===== config.mk =====
export PLATFORM = sky130hd
export DESIGN_NAME = hz_resolve_unit
export DESIGN_NICKNAME = d
export VERILOG_FILES = /design/src/rtl/hz_pkg.sv /design/src/rtl/hz_bypass_sel.sv /design/src/rtl/hz_loaduse_det.sv /design/src/rtl/hz_resolve_unit.sv
export SDC_FILE = /design/constraint.sdc
export NUM_CORES = 1
export LEC_CHECK = 0
export BUFFER_PORTS_ARGS = -buffer_cell sky130_fd_sc_hd__buf_2
export CORE_AREA = 2 2 39 41
export DETAILED_ROUTE_END_ITERATION = 10
export DIE_AREA = 0 0 41 43
export PLACE_DENSITY = 0.82
export SYNTH_ARGS = -nofsm -noshare
export SYNTH_HDL_FRONTEND = slang
export SYNTH_SLANG_ARGS = --single-unit

===== constraint.sdc =====
create_clock -name vclk -period 2.1
set_input_delay 0.315 -clock vclk [all_inputs]
set_output_delay 0.315 -clock vclk [all_outputs]
set_load 0.03 [all_outputs]

===== src/rtl/hz_pkg.sv =====
package hz_pkg;
  // Operand select encoding shared by the unit and its consumers
  typedef enum logic [1:0] {
    SEL_RFILE = 2'b00,
    SEL_WBACK = 2'b01,
    SEL_POSTX = 2'b10
  } opsel_e;

  // Two source operands per instruction
  localparam int unsigned NUM_SRC = 2;
endpackage


===== src/rtl/hz_bypass_sel.sv =====
module hz_bypass_sel
  import hz_pkg::*;
#(
  parameter int unsigned IDX_W = 5
) (
  input  logic [IDX_W-1:0] src_idx,
  input  logic [IDX_W-1:0] postx_rd,
  input  logic             postx_we,
  input  logic [IDX_W-1:0] wback_rd,
  input  logic             wback_we,
  output opsel_e           sel
);
  localparam logic [IDX_W-1:0] ZERO_IDX = '0;

  logic hit_postx;
  logic hit_wback;

  // A stage qualifies only if it writes a real register
  always_comb begin
    hit_postx = postx_we && (postx_rd != ZERO_IDX) && (postx_rd == src_idx);
    hit_wback = wback_we && (wback_rd != ZERO_IDX) && (wback_rd == src_idx);
  end

  // The newer stage wins
  always_comb begin
    if (hit_postx)      sel = SEL_POSTX;
    else if (hit_wback) sel = SEL_WBACK;
    else                sel = SEL_RFILE;
  end
endmodule


===== src/rtl/hz_loaduse_det.sv =====
module hz_loaduse_det
  import hz_pkg::*;
#(
  parameter int unsigned IDX_W = 5
) (
  input  logic [IDX_W-1:0] dec_src [NUM_SRC],
  input  logic             ld_in_ex,
  input  logic [IDX_W-1:0] ld_rd,
  output logic             stall
);
  localparam logic [IDX_W-1:0] ZERO_IDX = '0;

  logic [NUM_SRC-1:0] src_hit;

  for (genvar g = 0; g < NUM_SRC; g++) begin : g_cmp
    assign src_hit[g] = (dec_src[g] == ld_rd);
  end

  always_comb begin
    stall = ld_in_ex && (ld_rd != ZERO_IDX) && (|src_hit);
  end
endmodule


===== src/rtl/hz_resolve_unit.sv =====
module hz_resolve_unit
  import hz_pkg::*;
#(
  parameter int unsigned IDX_W = 5
) (
  input  logic [IDX_W-1:0] ex_rs1_idx,
  input  logic [IDX_W-1:0] ex_rs2_idx,
  input  logic [IDX_W-1:0] id_rs1_idx,
  input  logic [IDX_W-1:0] id_rs2_idx,
  input  logic [IDX_W-1:0] exm_rd_idx,
  input  logic             exm_wr_en,
  input  logic [IDX_W-1:0] mwb_rd_idx,
  input  logic             mwb_wr_en,
  input  logic             ex_is_load,
  input  logic [IDX_W-1:0] ex_rd_idx,
  output logic [1:0]       fwd_a_sel,
  output logic [1:0]       fwd_b_sel,
  output logic             pc_wr_en,
  output logic             ifid_wr_en,
  output logic             ctrl_zero
);
  logic [IDX_W-1:0] ex_src  [NUM_SRC];
  logic [IDX_W-1:0] dec_src [NUM_SRC];
  opsel_e           src_sel [NUM_SRC];
  logic             lu_stall;

  assign ex_src[0]  = ex_rs1_idx;
  assign ex_src[1]  = ex_rs2_idx;
  assign dec_src[0] = id_rs1_idx;
  assign dec_src[1] = id_rs2_idx;

  // One bypass selector per execute operand
  for (genvar g = 0; g < NUM_SRC; g++) begin : g_byp
    hz_bypass_sel #(.IDX_W(IDX_W)) u_sel (
      .src_idx  (ex_src[g]),
      .postx_rd (exm_rd_idx),
      .postx_we (exm_wr_en),
      .wback_rd (mwb_rd_idx),
      .wback_we (mwb_wr_en),
      .sel      (src_sel[g])
    );
  end

  hz_loaduse_det #(.IDX_W(IDX_W)) u_lu (
    .dec_src  (dec_src),
    .ld_in_ex (ex_is_load),
    .ld_rd    (ex_rd_idx),
    .stall    (lu_stall)
  );

  always_comb begin
    fwd_a_sel  = src_sel[0];
    fwd_b_sel  = src_sel[1];
    pc_wr_en   = !lu_stall;
    ifid_wr_en = !lu_stall;
    ctrl_zero  = lu_stall;
  end
endmodule


; Word level (Yosys, flattened, before mapping)
; Cells that the tools add are included.
[word_totals]
word_cells = 23
output_inout_bits = 7
regBits = 0
[classes]
muxes = 4
n_reduce_logical = 13
eq_ne = 6
[op_table]
columns = cell, n
row1 = == test 5 bit, 6
row2 = nonzero test 5 bit, 3
row3 = logical AND 1 bit, 8
row4 = 2-to-1 mux 2 bit, 2
row5 = 2-to-1 mux 1 bit, 2
row6 = OR reduction 2 bit, 1
row7 = logical NOT 1 bit, 1

; Longest topological paths before layout
; Gate-level depths: netlist of the first run.
[logic_depth]
word_depth = 5
ltp_mapped = 5
ltp_nobuf = 4

; By module
; A second synthesis of the first run with hierarchy kept.
[unflattened]
cells_unflattened = 61
area_unflattened_um2 = 454.2
[modules_own_cells]
columns = module, area_per_inst_um2, n_inst, cells_per_inst
row1 = hz_bypass_sel, 158.9, 2, 21
row2 = hz_loaduse_det, 125.1, 1, 17
row3 = hz_resolve_unit, 11.3, 1, 2

; Worst setup path before layout of the first run
; Ideal clock, no wire load.
[synth_path]
path_type = input -> output
from = in exm_rd_idx[0]
to = out fwd_a_sel[0]
path_stages = 4
arrival_ns = 1.732
setup_slack_ns = 0.053
required_time_ns = 1.785
path_cell_list = or4_1 o21ai_2 nor4_1 nor4_2
[synth_via]
elab_chain_len = 4
elab_cells_between_ends = 5
[synth_rtl]
columns = item, line
row1 = from (decl), hz_resolve_unit.sv:10  ; input logic [IDX_W-1:0] exm_rd_idx,
row2 = nonzero test 5 bit, hz_bypass_sel.sv:20  ; hit_postx = postx_we && (postx_rd != ZERO_IDX) && (postx_rd == src_idx);
row3 = logical AND 1 bit, hz_bypass_sel.sv:20
row4 = logical AND 1 bit (*), hz_bypass_sel.sv:20
row5 = net g_byp[0].u_sel.hit_postx, hz_bypass_sel.sv:15  ; logic hit_postx;
row6 = 2-to-1 mux 2 bit (*), hz_bypass_sel.sv:26  ; if (hit_postx) sel = SEL_POSTX;
row7 = to (decl), hz_resolve_unit.sv:16  ; output logic [1:0] fwd_a_sel,
; Mark *: on every way through the listed nets, which the timed path passes. The rest lies on a longest branch.

; Worst setup path after layout of the first run
[layout_path]
from = in exm_rd_idx[0]
to = out fwd_a_sel[0]
[layout_via]
elab_chain_len = 4
elab_cells_between_ends = 5
[layout_rtl]
columns = item, line
row1 = nonzero test 5 bit, hz_bypass_sel.sv:20
row2 = logical AND 1 bit, hz_bypass_sel.sv:20
row3 = logical AND 1 bit (*), hz_bypass_sel.sv:20
row4 = 2-to-1 mux 2 bit (*), hz_bypass_sel.sv:26
; Every way passes the cells marked *; elsewhere a longest branch is shown, timed or not.

==> results.md, run 1 <==
- Area of the mapped netlist: 425 µm²
- First-pass GRT wire length: 1950 µm
- Peak VDD IR: 0.0670 mV
- Grt ovf: 0
- Setup TNS: 0 ps
- WP data arrival: 1730 ps
- Number of routed nets with antenna violations: 0
- I/O Buffers: 45
- Measured slew at the worst slew-check pin: 428 ps
- Layout cell share with drive strength beyond 1: 50.5%
- Status: finished, final reports clean
- Num sequential: 0
- Initial antenna violation count: 0
- Dpl cell area: 648 µm²
- DR vias/cell: 4.59
- Cts hold-fix bufs: 0
- Worst stage delay on the critical path: 540 ps
- Die width: 41 µm
- Syn Inst Count: 53
- Most common cell in the netlist: xnor2_1
- Combinational Power Share: 100.0%
- FF+latch area: 0 µm²
- Net load switching power: 0.0625 mW
- Final std cells w/o fill: 111
- Crit-path max FO: 3
- Chip height: 43 µm
- Critical-path top delay cell: or4_1
- Worst hold path type: in2out
- Vias: 509
- Number of global-route vias before repair: 527
- Core box area: 1380 µm²
- Cell variety after synth: 13
- Sequential share of power: 0%
- Ys Warns: 0
- Routed WL per cell: 11.3 µm
- Design Area, Final: 651 µm²
- First DRT Iteration DRCs: 4
- Area Overhead vs Synth: 52.9%
- Delay-heaviest family, CP: simple AND/OR/NAND/NOR gates
- Synth area leader: xnor2_1
- Max_cap viols: 0
- IO Pins: 45
- DRC: 0
- Pin count of the biggest net entering global routing: 5
- Routability congestion estimate: 0.816
- Layout Nets: 135
- Placed Instances: 111
- CP Capture Type: output pin
- Worst Setup Start Kind: input port
- Syn Nets: 91
- Final Hold Fails: 0
- Sw Share: 48.7%
- Mean Syn Cell Area: 8.03 µm²
- 1st-pass router iterations: 4
- Tcrit/Tclk final: 97.3%
- Hpwl dp: 1160 µm
- Post-synth top cells: xnor2_1, xor2_1, or4_1
- Post-synth top area share: 32.9%
- Cell Int Power: 0.0658 mW
- N_diodes: 0
- Buf/Inv on CP: 2
- Clock Power Share: 0%
- Post-synthesis sequential area ratio: 0%
- Setup CP Type: in2out
- GRT Total Usage: 15.1%
- Minimum clock period: 2040 ps
- Worst EP required: 1780 ps
- CP cell instances: buf_2 -> or4_1 -> o21ai_2 -> nor4_1 -> nor4_2 -> buf_4
- Die area: 1760 µm²
- Detailed Route WL: 1250 µm
- Number of clock buffers in the layout: 0
- Leakage power: 0.306 nW
- Setup Fix Bufs, Post-CTS: 0
- F_max: 490 MHz
- Max-slew violation count: 0
- Post-CTS sizing: 0
- Unrepaired setup endpoints after global routing: no
- Final setup violation count: 0
- Power Density: 197 nW/µm²
- Starting Density: 30.7%
- Slew headroom: 71.2%
- Main area contributors after synthesis: xnor2_1, xor2_1, or4_1
- FP Rows: 14
==> power groups by stage <==
stage / logic, mW / clock network (mW) / registers, mW
2_1_floorplan: 0.0657 / 0 / 0
3_3_place_gp: 0.125 / 0 / 0
3_5_place_dp: 0.128 / 0 / 0
4_1_cts: 0.128 / 0 / 0
5_1_grt: 0.141 / 0 / 0
6_report: 0.128 / 0 / 0
==> worst min-delay path: stages <==
cell      delay (ps)
buf_2             90
o211ai_1          90
buf_2            180
==> area by class of cell <==
cell class / count / area (µm²)
fillers: 145 / 733
well taps: 16 / 20.0
multi-input cells: 50 / 403
repair buffers: 45 / 228
==> metrics by stage <==
| stage | total power, mW | util, % | worst slack, ps | hold slack, ps |
|---|---|---|---|---|
| after floorplan | 0.0657 | - | 52.8 | 821 |
| after global placement | 0.125 | 46.8 | 116 | 976 |
| after detailed placement | 0.128 | 46.8 | 32.8 | 984 |
| after CTS | 0.128 | 46.8 | 28.9 | 984 |
| after global routing | 0.141 | 47.0 | 2.16 | 1020 |
| final | 0.128 | 47.0 | 57.6 | 986 |
==> layout by cell type, fill, tap and decap left out <==
| master | Yosys | routed |
|---|---|---|
| buf_2 | 0 | 44 |
| buf_4 | 3 | 1 |
| nand2_1 | 2 | 2 |
| nand3_1 | 4 | 4 |
| nor4_1 | 2 | 2 |
| nor4_2 | 2 | 2 |
| o211a_1 | 1 | 1 |
| o211ai_1 | 1 | 1 |
| o21ai_1 | 1 | 1 |
| o21ai_2 | 1 | 1 |
| o22ai_1 | 1 | 1 |
| or4_1 | 5 | 5 |
| xnor2_1 | 16 | 16 |
| xor2_1 | 14 | 14 |
==> routing by layer <==
layer / wire length [µm] / global-route usage (%) / up-vias
met4: 0 / 1.33 / 0
met3: 15 / 0.524 / 0
met2: 733 / 29.1 / 6
met5: 0 / 0 / -
met1: 505 / 17.4 / 232
li1: - / - / 271
==> kinds of logic after synthesis <==
family	after synthesis	synth area share [%]
compound gates	5	8.82
xor+xnor	30	61.8
buf+inv	3	5.29
simple gates	15	24.1
==> final timing paths <==
path / startpoint / to / depth (start not counted)
worst max-delay path: exm_rd_idx[0] / fwd_a_sel[0] / 6
worst min-delay path: ex_is_load / pc_wr_en / 3
No activity file was read; power rests on OpenSTA's default activity.
==> run 2: changes to the inputs <==
--- a/config.mk
+++ b/config.mk
@@ -9,7 +9,8 @@
 export CORE_AREA = 2 2 39 41
 export DETAILED_ROUTE_END_ITERATION = 10
 export DIE_AREA = 0 0 41 43
-export PLACE_DENSITY = 0.82
+export PLACE_DENSITY = 0.84
 export SYNTH_ARGS = -nofsm -noshare
 export SYNTH_HDL_FRONTEND = slang
+export SYNTH_HIERARCHICAL = 1
 export SYNTH_SLANG_ARGS = --single-unit
==> results.md, run 2 <==
- Status: finished, final reports clean
- Most frequent cells in the layout: buf_2, xnor2_1, xor2_1
- DR vias/cell: 4.95
- FP Rows: 14
- Ys Warns: 6
- Area of the mapped netlist: 454 µm²
- CP cell instances: buf_2 -> or4_1 -> o21ai_1 -> a21oi_2 -> inv_1 -> buf_2
- Area of the multi-input gates: 432 µm²
- Pwr Total: 0.133 mW
- Post-CTS sizing: 0
- Design Area, Final: 681 µm²
- Setup WS pre-CTS: 374 ps
- GRT Total Usage: 14.5%
- I/O Buffers: 45
- Die area: 1760 µm²
- Fill cells: 131
- Cts hold-fix bufs: 0
- F_max: 577 MHz
- CP Capture Type: output pin
- Layout Utilization: 49.2%
- Crit-path most repeated cell: buf_2
- Post-synthesis sequential area ratio: 0%
- Worst hold path type: in2out
- Worst stage delay on the critical path: 510 ps
- Core box area: 1380 µm²
- Hold depth: 4
- Main area contributors after synthesis: xnor2_1, xor2_1, o41ai_2
- Mean Syn Cell Area: 7.45 µm²
- Setup CP Type: in2out
- Layout Nets: 143
- Critical-path top delay cell: or4_1
- Max-slew violation count: 0
- Area Overhead vs Synth: 49.9%
- Commonest non-fill, non-tap cell in the layout: buf_2
- Peak VDD IR: 0.0914 mV
- Hold EP: fwd_a_sel[0]
- Num sequential: 0
- Detailed Route WL: 1310 µm
- Power Density: 196 nW/µm²
- Syn Inst Count: 61
- First DRT Iteration DRCs: 2
- Worst EP required: 1780 ps
- Max_cap viols: 0
- Chip height: 43 µm
- 1st-pass router iterations: 4
- Setup TNS: 0 ps
- Number of routed nets with antenna violations: 0
- Final Hold Fails: 0
- Unrepaired setup endpoints after global routing: no
- Final worst slack: 366 ps
- Delay-heaviest family, CP: simple AND/OR/NAND/NOR gates
- Layout cell share with drive strength beyond 1: 50.5%
- Pin count of the biggest net entering global routing: 5
- Number of clock buffers in the layout: 0
- Vias: 589
- Setup Fix Bufs, Post-CTS: 0
- Leakage power: 0.306 nW
- Slew headroom: 80.7%
- IO Pins: 45
- Worst Setup Start Kind: input port
- Number of global-route vias before repair: 530
- Dpl cell area: 681 µm²
- Routability congestion estimate: 0.772
- First-pass GRT wire length: 1900 µm
- N_diodes: 0
- Final setup violation count: 0
- Starting Density: 32.8%
- Post-synth top area share: 27.0%
- Routed WL per cell: 11.0 µm
- DRC: 0
- Most common cell in the netlist: xnor2_1
- Crit-path max FO: 3
- Synth area leader: xnor2_1
- Syn Nets: 99
- Post-synth top cells: xnor2_1, xor2_1, nand3_1, nor3_1, nand2_1
- Tcrit/Tclk final: 82.6%
- Initial antenna violation count: 0
- Die width: 41 µm
- Measured slew at the worst slew-check pin: 287 ps
- Minimum clock period: 1730 ps
- FF+latch area: 0 µm²
- Cell variety after synth: 15
- WP data arrival: 1420 ps
- Grt ovf: 0
- Buf/Inv on CP: 3
- Hpwl dp: 1200 µm
- Hold path start: mwb_wr_en
-- run 2: cell types whose count changed after synthesis, moves of 2 or more --
cell and change:
nor4_2 -2, xor2_1 -2, a21oi_1 +3, nor3_1 +6, xnor2_1 -2, a211oi_2 +2, o41ai_2 +2, or4_1 -4
nand2_1 +2, nor2_1 +2, nand3_1 +2, nor3_2 +2
-- run 2: worst max-delay path by stage --
stage | cells past startpoint | to | from
4_1_cts | 6 | pc_wr_en | ex_rd_idx[1]
3_3_place_gp | 6 | pc_wr_en | ex_rd_idx[1]
2_1_floorplan | 6 | pc_wr_en | ex_rd_idx[0]
5_1_grt | 6 | ifid_wr_en | ex_rd_idx[1]
3_5_place_dp | 6 | pc_wr_en | ex_rd_idx[1]
6_report | 6 | pc_wr_en | ex_rd_idx[1]
-- run 2: cell type report --
cell class | count | area share [%]
repair buffers | 45 | 33.1
inverters | 1 | 0.551
well taps | 16 | 2.94
multi-input cells | 57 | 63.4
-- run 2: metal layers --
metal	vias to the layer above	global-route usage, %	part of all wire [%]
met3	0	0	11
met5	-	0	0
met2	41	31.6	52
met1	251	13.9	36
li1	297	-	-
met4	0	0	0
-- run 2: stage by stage --
stage	hold slack [ps]	std cells
2_1_floorplan	774	61
3_3_place_gp	1010	119
3_5_place_dp	1010	119
4_1_cts	1010	119
5_1_grt	1030	119
6_report	1010	119
-- run 2: power breakdown --
part / switching [mW] / leakage, nW / internal [mW]
clock: 0 / 0 / 0
combinational: 0.0684 / 0.306 / 0.0649
sequential: 0 / 0 / 0
total: 0.0684 / 0.306 / 0.0649
-- run 2: logic make-up after synthesis --
| group | share of synthesized area (%) |
|---|---|
| AND/OR/NAND/NOR | 27.0 |
| buffers and inverters | 5.78 |
| XOR/XNOR | 50.1 |
| AO/OA/AOI/OAI | 17.1 |
-- run 2: worst min-delay path, cell delays in order --
cell	delay, ps
buf_2	110
nand3_1	70
nor3_2	40
buf_2	160
==> run 3: changes to the inputs <==
==> constraint.sdc (replaced) <==
create_clock -name vclk -period 1.75
set_input_delay 0.2625 -clock vclk [all_inputs]
set_output_delay 0.2625 -clock vclk [all_outputs]
set_load 0.03 [all_outputs]
==> results.md, run 3 (synthesized netlist as in run 2, its figures left out) <==
- Detailed Route WL: 1380 µm
- DRC: 0
- Leakage power: 0.308 nW
- Die area: 1760 µm²
- Pin count of the biggest net entering global routing: 5
- First-pass GRT wire length: 1910 µm
- Number of clock buffers in the layout: 0
- Worst Setup Start Kind: input port
- Number of routed nets with antenna violations: 0
- Number of global-route vias before repair: 536
- Unrepaired setup endpoints after global routing: no
- Design Area, Final: 692 µm²
- Pwr Total: 0.163 mW
- IO Pins: 45
- Num sequential: 0
- Hpwl dp: 1220 µm
- Initial antenna violation count: 0
- Final setup violation count: 0
- Max-slew violation count: 0
- CP Capture Type: output pin
- Final std cells w/o fill: 119
- N_diodes: 0
- Starting Density: 32.8%
- Area of the multi-input gates: 443 µm²
- Most frequent cells in the layout: buf_2, xnor2_1, xor2_1
- 1st-pass router iterations: 4
- Setup Fix Bufs, Post-CTS: 0
- Core box area: 1380 µm²
- First DRT Iteration DRCs: 4
- Hold EP: fwd_b_sel[0]
- Fill cells: 138
- Setup CP Type: in2out
- FF+latch area: 0 µm²
- Measured slew at the worst slew-check pin: 276 ps
- Setup TNS: 0 ps
- I/O Buffers: 45
- Crit-path max FO: 3
- Commonest non-fill, non-tap cell in the layout: buf_2
- Status: finished, final reports clean
- GRT Total Usage: 14.8%
- Placed Instances: 119
- FP Rows: 14
- Dpl cell area: 688 µm²
- Hold path start: mwb_wr_en
- Slew headroom: 81.4%
- Chip height: 43 µm
- Vias: 592
- Hold depth: 4
- Layout cell share with drive strength beyond 1: 52.4%
- Area Overhead vs Synth: 52.3%
- F_max: 590 MHz
- Routability congestion estimate: 0.778
- Final Hold Fails: 0
- Die width: 41 µm
- Layout Nets: 143
- Tcrit/Tclk final: 96.9%
- DR vias/cell: 4.97
- Routed WL per cell: 11.6 µm
- Max_cap viols: 0
- WP data arrival: 1430 ps
- Worst EP required: 1490 ps
- Worst hold path type: in2out
- Power Density: 236 nW/µm²
- Minimum clock period: 1700 ps
- Grt ovf: 0
- Peak VDD IR: 0.114 mV
[run 3: changes by cell type in the layout (fill, tap and decap cells not counted)]
| cell | previous run | this run |
|---|---|---|
| inv_2 | 0 | 1 |
| inv_1 | 1 | 0 |
| a21oi_4 | 0 | 1 |
| o21ai_2 | 0 | 1 |
| o21ai_1 | 1 | 0 |
| a21oi_2 | 1 | 0 |
[run 3: final cells by class]
cell class	instances	share of cell area, %
Multi-Input combinational cell	57	64.0
Tap cell	16	2.89
Timing Repair Buffer	45	32.5
Inverter	1	0.542
[run 3: what timing repair did]
action	4_1_cts	5_1_grt
setup endpoints to repair	0	2
resized for setup	0	1
hold buffers	0	0
[run 3: how the worst max path moves through the flow]
stage | startpoint | to | slack, ps | cells past startpoint
after floorplan | ex_rd_idx[1] | pc_wr_en | 80 | 5
after global placement | ex_rd_idx[1] | ifid_wr_en | 100 | 6
after detailed placement | ex_rd_idx[1] | pc_wr_en | 20 | 6
after CTS | ex_rd_idx[1] | pc_wr_en | 10 | 6
after global routing | ex_rd_idx[1] | ifid_wr_en | 20 | 6
final | ex_rd_idx[1] | pc_wr_en | 50 | 6
[run 3: per-layer routing]
| metal | up-vias | wire length (µm) | global-route usage (%) | share of wire (%) |
|---|---|---|---|---|
| met1 | 243 | 442 | 13.0 | 32 |
| li1 | 299 | - | - | - |
| met2 | 48 | 740 | 30.6 | 54 |
| met3 | 2 | 176 | 0.524 | 13 |
| met5 | - | 0 | 0 | 0 |
| met4 | 0 | 16 | 5.33 | 1.2 |
[run 3: stage by stage]
stage | utilization [%] | hold WS [ps] | worst slack, ps
finish | 50.0 | 900 | 53.8
global route | 50.0 | 933 | 18.6
CTS | 49.7 | 904 | 13.2
detailed placement | 49.7 | 904 | 15.4
global placement | 49.7 | 904 | 98.2
floorplan | - | 669 | 79.9
[run 3: worst max-delay path, cell delays in order]
cell and delay (ps):
buf_2 120, or4_1 550, o21ai_2 220, a21oi_4 50, inv_2 50, buf_2 180
[run 3: power by group]
part	switching, mW	total, mW	internal (mW)	leakage (nW)
registers	0	0	0	0
logic	0.0846	0.163	0.0787	0.308
clock network	0	0	0	0
total	0.0846	0.163	0.0787	0.308
